### src/rtl/cis_pkg.sv
package cis_pkg;
  typedef enum logic [3:0] {
    S_ACT, S_HALT, S_FLUSH, S_CSTOP, S_SAVE, S_PGATE,
    S_XPWR, S_XRST, S_XCLKR, S_XCLKM
  } cis_st_e;

  localparam logic [1:0] LVL_ACT  = 2'd0;
  localparam logic [1:0] LVL_HALT = 2'd1;
  localparam logic [1:0] LVL_CSTP = 2'd2;
  localparam logic [1:0] LVL_POFF = 2'd3;
endpackage

### src/rtl/cis_delay.sv
module cis_delay #(
  parameter int unsigned PG_DELAY = 8
) (
  input  logic clk_i,
  input  logic rst_ni,
  input  logic run_i,
  output logic done_o
);
  localparam int unsigned CNT_W = $clog2(PG_DELAY + 1);
  logic [CNT_W-1:0] cnt_q;

  always_ff @(posedge clk_i or negedge rst_ni) begin
    if (!rst_ni)    cnt_q <= '0;
    else if (run_i) cnt_q <= cnt_q + 1'b1;
    else            cnt_q <= '0;
  end

  assign done_o = run_i && (cnt_q == CNT_W'(PG_DELAY - 1));
endmodule

### src/rtl/cis_fsm.sv
module cis_fsm
  import cis_pkg::*;
#(
  parameter int unsigned DEPTH_W = 3
) (
  input  logic               clk_i,
  input  logic               rst_ni,
  input  logic               req_valid_i,
  input  logic [DEPTH_W-1:0] req_depth_i,
  input  logic               wake_i,
  input  logic               flush_ack_i,
  input  logic               save_ack_i,
  input  logic               restore_ack_i,
  input  logic               dly_done_i,
  output cis_st_e            st_o,
  output logic [1:0]         lat_o
);
  cis_st_e    st_q, st_d;
  logic [1:0] tgt_q, lat_q, lat_d;
  logic       depth_ok, take;

  assign depth_ok = (req_depth_i != '0) && (req_depth_i <= DEPTH_W'(3));
  assign take     = (st_q == S_ACT) && req_valid_i && depth_ok && !wake_i;

  always_comb begin
    st_d = st_q;
    unique case (st_q)
      S_ACT:   if (take) st_d = S_HALT;
      S_HALT:  if (wake_i) st_d = S_XCLKM;
               else if (tgt_q >= LVL_CSTP) st_d = S_FLUSH;
      S_FLUSH: if (wake_i) st_d = S_XCLKM;
               else if (flush_ack_i) st_d = S_CSTOP;
      S_CSTOP: if (wake_i) st_d = S_XCLKR;
               else if (tgt_q == LVL_POFF) st_d = S_SAVE;
      S_SAVE:  if (wake_i) st_d = S_XCLKR;
               else if (save_ack_i) st_d = S_PGATE;
      S_PGATE: if (wake_i) st_d = S_XPWR;
      S_XPWR:  if (dly_done_i) st_d = S_XRST;
      S_XRST:  if (restore_ack_i) st_d = S_XCLKR;
      S_XCLKR: st_d = S_XCLKM;
      S_XCLKM: st_d = S_ACT;
      default: st_d = S_ACT;
    endcase
  end

  // latency class follows the deepest level entered, held through exit
  always_comb begin
    lat_d = lat_q;
    case (st_d)
      S_ACT:   lat_d = LVL_ACT;
      S_HALT:  lat_d = LVL_HALT;
      S_CSTOP: lat_d = LVL_CSTP;
      S_PGATE: lat_d = LVL_POFF;
      default: lat_d = lat_q;
    endcase
  end

  always_ff @(posedge clk_i or negedge rst_ni) begin
    if (!rst_ni) begin
      st_q  <= S_ACT;
      tgt_q <= LVL_ACT;
      lat_q <= LVL_ACT;
    end else begin
      st_q  <= st_d;
      lat_q <= lat_d;
      if (take) tgt_q <= req_depth_i[1:0];
    end
  end

  assign st_o  = st_q;
  assign lat_o = lat_q;

  AST_DEEPER_NEEDS_FLUSH: assert property (@(posedge clk_i) disable iff (!rst_ni)
    (st_q == S_CSTOP && $past(st_q) == S_FLUSH) |-> $past(flush_ack_i && !wake_i));
  AST_WAKE_WINS: assert property (@(posedge clk_i) disable iff (!rst_ni)
    ((st_q == S_SAVE) && wake_i) |=> (st_q == S_XCLKR));
endmodule

### src/rtl/cis_out_dec.sv
module cis_out_dec
  import cis_pkg::*;
(
  input  cis_st_e    st_i,
  output logic       stall_o,
  output logic       clk_main_en_o,
  output logic       clk_rest_en_o,
  output logic       snoop_en_o,
  output logic       flush_req_o,
  output logic       save_req_o,
  output logic       pwr_off_o,
  output logic       restore_req_o,
  output logic [1:0] level_o
);
  logic deep;
  assign deep = st_i inside {S_CSTOP, S_SAVE, S_PGATE, S_XPWR, S_XRST};

  always_comb begin
    stall_o       = (st_i != S_ACT);
    clk_main_en_o = (st_i == S_ACT) || (st_i == S_XCLKM);
    clk_rest_en_o = !deep;
    snoop_en_o    = !deep;
    flush_req_o   = (st_i == S_FLUSH);
    save_req_o    = (st_i == S_SAVE);
    pwr_off_o     = (st_i == S_PGATE);
    restore_req_o = (st_i == S_XRST);
    unique case (st_i)
      S_ACT:                   level_o = LVL_ACT;
      S_CSTOP, S_SAVE:         level_o = LVL_CSTP;
      S_PGATE, S_XPWR, S_XRST: level_o = LVL_POFF;
      default:                 level_o = LVL_HALT;
    endcase
  end
endmodule

### src/rtl/core_idle_seq.sv
module core_idle_seq
  import cis_pkg::*;
#(
  parameter int unsigned DEPTH_W  = 3,
  parameter int unsigned PG_DELAY = 8
) (
  input  logic               clk_i,
  input  logic               rst_ni,
  input  logic               req_valid_i,
  input  logic [DEPTH_W-1:0] req_depth_i,
  input  logic               wake_i,
  input  logic               flush_ack_i,
  input  logic               save_ack_i,
  input  logic               restore_ack_i,
  output logic               stall_o,
  output logic               clk_main_en_o,
  output logic               clk_rest_en_o,
  output logic               snoop_en_o,
  output logic               flush_req_o,
  output logic               save_req_o,
  output logic               pwr_off_o,
  output logic               restore_req_o,
  output logic [1:0]         state_o,
  output logic [1:0]         lat_class_o
);
  cis_st_e st;
  logic    dly_done;

  cis_fsm #(.DEPTH_W(DEPTH_W)) u_fsm (
    .clk_i, .rst_ni, .req_valid_i, .req_depth_i, .wake_i,
    .flush_ack_i, .save_ack_i, .restore_ack_i,
    .dly_done_i(dly_done), .st_o(st), .lat_o(lat_class_o)
  );

  cis_delay #(.PG_DELAY(PG_DELAY)) u_dly (
    .clk_i, .rst_ni, .run_i(st == S_XPWR), .done_o(dly_done)
  );

  cis_out_dec u_dec (
    .st_i(st), .stall_o, .clk_main_en_o, .clk_rest_en_o, .snoop_en_o,
    .flush_req_o, .save_req_o, .pwr_off_o, .restore_req_o, .level_o(state_o)
  );

  AST_GATE_AFTER_SAVE: assert property (@(posedge clk_i) disable iff (!rst_ni)
    $rose(pwr_off_o) |-> $past(save_ack_i));
  AST_STOP_AFTER_FLUSH: assert property (@(posedge clk_i) disable iff (!rst_ni)
    $fell(clk_rest_en_o) |-> $past(flush_ack_i));
  AST_RESTORE_POWERED: assert property (@(posedge clk_i) disable iff (!rst_ni)
    restore_req_o |-> (!pwr_off_o && !clk_rest_en_o));
  AST_STALL_WHEN_GATED: assert property (@(posedge clk_i) disable iff (!rst_ni)
    !clk_main_en_o |-> stall_o);
  AST_ONE_HANDSHAKE: assert property (@(posedge clk_i) disable iff (!rst_ni)
    $countones({flush_req_o, save_req_o, restore_req_o}) <= 1);
  AST_LAT_COVERS_LEVEL: assert property (@(posedge clk_i) disable iff (!rst_ni)
    lat_class_o >= state_o);
  AST_RELEASE_LAST: assert property (@(posedge clk_i) disable iff (!rst_ni)
    $fell(stall_o) |-> $past(clk_main_en_o && clk_rest_en_o));
endmodule

### config.mk
export PLATFORM = sky130hd
export DESIGN_NAME = core_idle_seq
export DESIGN_NICKNAME = d
export VERILOG_FILES = /design/src/rtl/cis_pkg.sv /design/src/rtl/cis_delay.sv /design/src/rtl/cis_fsm.sv /design/src/rtl/cis_out_dec.sv /design/src/rtl/core_idle_seq.sv
export SDC_FILE = /design/constraint.sdc
export NUM_CORES = 1
export LEC_CHECK = 0
export CAP_MARGIN = 10
export CORE_MARGIN = 3
export CORE_UTILIZATION = 58
export CTS_BUF_LIST = sky130_fd_sc_hd__clkbuf_2
export CTS_CLUSTER_DIAMETER = 100
export DETAILED_ROUTE_END_ITERATION = 6
export DONT_BUFFER_PORTS = 1
export PLACE_DENSITY_LB_ADDON = 0.08
export SLEW_MARGIN = 20
export SYNTH_ARGS = -nofsm -noshare
export SYNTH_HDL_FRONTEND = slang
export SYNTH_SLANG_ARGS = --single-unit
### constraint.sdc
create_clock -name clk_i -period 1.7 [get_ports clk_i]
set_input_delay 0.255 -clock clk_i [delete_from_list [all_inputs] [get_ports clk_i]]
set_output_delay 0.255 -clock clk_i [all_outputs]
set_load 0.01 [all_outputs]
After elaboration in Yosys (flattened, before gate mapping):

Index checks and enable logic that the tools add are counted.

* $add $sub $neg: 1
* magnitude comparators: 2
* eq/ne operators: 14
* multiplexer cells: 16
* reduce and logical (&&, ||, !) cells: 16

Operator list (count)
* $mux 4: 13
* $pmux 4 s9: 1
* $eq 4x3->1 const B: 6
* $eq 4x2->1 const B: 3
* $eq 4x1->1 const B: 2
* $eq 4x4->1 const B: 2
* $logic_not 4->1: 2
* $pmux 2 s4: 1
* $reduce_bool 4->1: 2
* $pmux 2 s3: 1
* $logic_and 1x1->1: 5
* $reduce_bool 5->1: 1
* $add 4x1->4 const B: 1
* $le 3x2->1 const B: 1
* $reduce_bool 3->1: 1
* $reduce_or 3->1: 1
* $eq 2x2->1 const B: 1
* $ge 2x2->1 const B: 1
* $logic_not 1->1: 2
* $reduce_or 2->1: 1
* $logic_or 1x1->1: 1

* register bits: 12
* input bits: 10
* output and inout port bits: 12
* logic and storage cells: 53

Logic depth before layout (Yosys ltp):

* depth in word-level cells: 8
* gate-level depth with buffers: 6

Modules after synthesis:

A second synthesis with hierarchy kept.

* cells, all modules: 98
* area, all modules: 882.1 um^2

By module, submodules not included
* cis_fsm: times used 1, cells each 64, area each 553.0 um^2, seq. area each 200.2 um^2
* cis_delay: times used 1, cells each 14, area each 176.4 um^2, seq. area each 100.1 um^2
* cis_out_dec: times used 1, cells each 19, area each 140.1 um^2, seq. area each 0.0 um^2
* core_idle_seq: times used 1, cells each 1, area each 12.5 um^2, seq. area each 0.0 um^2

Worst setup path after synthesis:

OpenSTA, ideal clock, no wires.

* path kind: register to register
* start: register u_fsm.st_q[1], in the netlist u_fsm.st_o[1]
* end: register u_fsm.tgt_q[0]
* setup time: 128 ps
* arrival: 1614 ps
* slack: -41 ps
* stages on the path, launching flop included: 5
* clock period less this slack: 1741 ps
* cells stage by stage: dfrtp_1 > or2_1 > or3_4 > nor4_4 > mux2_1

* cells in the longest elaborated chain, start to end: 4

Ends and longest elaborated chain
* start: declaration: RTL line cis_fsm.sv:18 `cis_st_e st_q, st_d;`
* start signal: assignment: RTL line cis_fsm.sv:64 `st_q <= st_d;`
* $logic_not 4->1: RTL line cis_fsm.sv:23 `assign take = (st_q == S_ACT) && req_valid_i && depth_ok && !wake_i;`
* $logic_and 1x1->1 (3 in a row): RTL line cis_fsm.sv:23
* end signal: assignment: RTL line cis_fsm.sv:66 `if (take) tgt_q <= req_depth_i[1:0];`
* end: declaration: RTL line cis_fsm.sv:19 `logic [1:0] tgt_q, lat_q, lat_d;`

Every way passes these cells.
A chain may end at the register's enable or synchronous reset.

Worst setup path in the final report:

* start: register u_fsm.st_q[1], in the netlist u_fsm.st_o[1]
* end: output port stall_o

* cells in the longest elaborated chain, start to end: 1

Ends and longest elaborated chain
* $reduce_bool 4->1: RTL line cis_out_dec.sv:19 `stall_o = (st_i != S_ACT);`
* end: declaration: RTL line core_idle_seq.sv:15 `output logic stall_o,`

Every way passes these cells.

==> flow_summary_export.csv <==
group,metric,value,unit
outcome,outcome,"finished with violations",
outcome,violations,"setup timing",
synthesis,async_reset_ff_share,100,%
clock_tree,cts_buffers,3,
die,die_area,1860,um^2
synthesis,synth-seq-area-share,37.6,%
synthesis,yosys_register_bits,12,
synthesis,ys.flop_type,"dfrtp_1",
critical_path,cp.required,1440,ps
placed_design,hpwl,1.40,mm
clock_tree,clkTransAtPathRegs,100,ps
clock_tree,clock-sinks,12,
power,intPower,879,uW
synthesis,synth.distinct_cells,42,
global_routing,grt_pass1_vias,691,
synthesis,avgSynthCellArea,8.88,um^2
global_routing,grt_max_degree,16,
worst_hold_path,hold_depth,1,
synthesis,yosys.area.top_type,"dfrtp_1",
critical_path,critPathArrivalTime,1470,ps
power,leakagePower,0.000442,uW
drt,first_pass_iters,4,
final_layout,drive_gt1_share,35.9,%
clock_tree,clk_latency,260,ps
placed_design,dp_slack,41.8,ps
drt,wl_per_cell,20.3,um
drt,dr.first_iter.drc_count,22,
global_routing,track_usage,23.2,%
drt,avgViaCountPerCell,6.64,
final_layout,final_area,1030,um^2
placed_design,port_buffers,0,
power,p_clk_share,9.0,%
synthesis,synth_cells,90,
power,power.density,1470,nW/um^2
sta,worst_pin_slew,516,ps
die,die_h,43.1,um
critical_path,cp-start-kind,"flop",
clock_tree,cts.path.max_buffers,2,
synthesis,ys_top_cells_by_area,"dfrtp_1 38%, nor2_1 5.6%, nor2b_1 3.9%, mux2_1 2.8%, nor4_4 2.7%",
drt,wl,2.38,mm
clock_tree,cts_root_buf,"clkbuf_2",
sta,fin_crit,1730,ps
critical_path,path_class,"reg2out",
sta,maxSlewViolCount,0,
synthesis,syn_area,800,um^2
drt,num_vias,777,
clock_tree,cts_tree,"built",
synthesis,synth_edf_count,0,
job,max-cap-violations,0,
power,p_seq_share,29.6,%
die,coreArea,1200,um^2
drt,ant_nets,0,
global_routing,grt_pass1_wl,3.20,mm
sta,setup_viol,3,
synthesis,syn-num-nets,101,
placed_design,gp_congestion,0.858,
sta,relSlewSlack,65.5,%
die,rows,12,
final_layout,fill_cells,66,
synthesis,netlist.area_leader.share,37.6,%
global_routing,grt_antenna_before_repair,0,
critical_path,cp_max_fo,5,
final_layout,nNetsFinal,116,
final_layout,diodes,0,
worst_hold_path,min_path_type,"in2reg",
drt,drc,0,
synthesis,synthTopCellsByCount,"12 x dfrtp_1, 12 x nor2_1, 5 x nand2_1, 5 x nor2b_1",
sta,final.period_utilization,102,%
sta,rsz0062_at_grt,"true",
clock_tree,h-tree-depth,1,
placed_design,placed_cell_area,861,um^2
sta,setup_ws,-28.5,ps
critical_path,r2r_cells,4,
die,io-pin-count,22,
power,swShare,42.1,%
critical_path,worstSetupEndpointType,"primary output",
sta,fmax,579,MHz
sta,clock_skew,3.01,ps
die,start_util,66.6,%
synthesis,synth-warning-count,0,
global_routing,grt_overflow_total,0,
power,ir_worst_vdd,0.997,mV
power,comb_power_share,61.5,%
die,fp.dieW,43.1,um
power,switchingPower,638,uW
final_layout,area_delta_synth_final,29.1,%
sta,hold_violations,0,
==> worst paths after layout <==
check	endpoint	slack, ps	startpoint
worst max-delay path	stall_o	-30	u_fsm.st_o[1]
worst min-delay path	u_fsm.tgt_q[1]	120	req_depth_i[1]
worst max register to register	u_fsm.tgt_q[0]	-10	u_fsm.st_o[1]
worst min register to register	u_dly.cnt_q[0]	480	u_dly.cnt_q[0]
max in group asynchronous	u_fsm.st_o[1]	940	rst_ni
min in group asynchronous	u_dly.cnt_q[1]	390	rst_ni
==> cell type report <==
type                       count  area (um^2)  share of cell area, %
clock buffer                   3         15.0                   1.45
inverter                       3         11.3                   1.09
multi-input combinational     69          536                   51.9
sequential                    12          304                   29.5
tap                           14         17.5                   1.70
timing repair buffer          16          149                   14.4
==> cell usage in the layout (no fill, tap or decap), types with 2 or more instances in the layout <==
master    instances
o21ai_1           2
a21oi_1           3
inv_1             3
o21ai_0           2
o32ai_2           2
a21o_1            2
mux2_1            2
dfrtp_2           3
buf_4            11
nand2b_1          2
nor4_2            2
dfrtp_1           9
buf_12            2
nor2_1           12
or2_4             2
nor2b_1           4
o211ai_1          2
nand2_1           5
clkbuf_2          3
==> power groups by stage <==
stage / sequential (uW) / clock [uW] / combinational [uW]
2_1_floorplan: 417 / 0 / 513
3_3_place_gp: 454 / 0 / 652
3_5_place_dp: 458 / 0 / 654
4_1_cts: 438 / 137 / 744
5_1_grt: 457 / 152 / 1000
6_report: 449 / 136 / 932
==> cells by family (layout without fill, tap and decap cells) <==
kind of cell               Yosys count  count (layout)  share of synthesized area [%]
DFF                                 12              12                           37.6
buffers and inverters                9              22                           5.16
and+or+nand+nor                     43              43                           31.9
xor gates and xnor gates             2               2                           2.19
adders and majority gates            1               1                           1.56
muxes                                2               2                           2.82
AOI/OAI and AO/OA                   21              21                           18.8
==> critical path: stages, from the launching register on <==
cell     delay, ps
dfrtp_2        460
or2_4          260
or3_4          350
buf_4          150
==> repair_timing <==
action	in CTS	in global routing
pin swaps	0	3
hold buffers	1	0
cloned	0	1
hold endpoints to repair	12	0
buffers inserted	1	4
resized for setup	5	13
endpoints found under the setup margin	4	9
==> layer usage <==
layer | vias to the layer above | GRT usage [%] | part of all wire [%]
li1 | 349 | - | -
met1 | 375 | 29.8 | 38
met2 | 47 | 38.6 | 53
met3 | 6 | 8.05 | 7.4
met4 | 0 | 2.41 | 1.7
met5 | - | 0 | 0
==> metrics by stage <==
step                      total power [uW]  std cells  hold WS, ps  utilization, %  TNS [ps]
after floorplan                        930         90        -40.6               -         0
after global placement                1110        107        -40.4            71.7         0
after detailed placement              1110        107        -40.3            71.7         0
after CTS                             1320        112          121            76.4    -0.917
after global routing                  1610        117          107            85.9      -578
final                                 1520        117          124            85.9     -39.5
==> flip-flops by register name, summed over array words and instances (netlist names) <==
name         count
u_fsm.st_o       4
u_fsm.lat_o      2
u_fsm.tgt_q      2
u_dly.cnt_q      4
(Power assumes the default switching activity.)
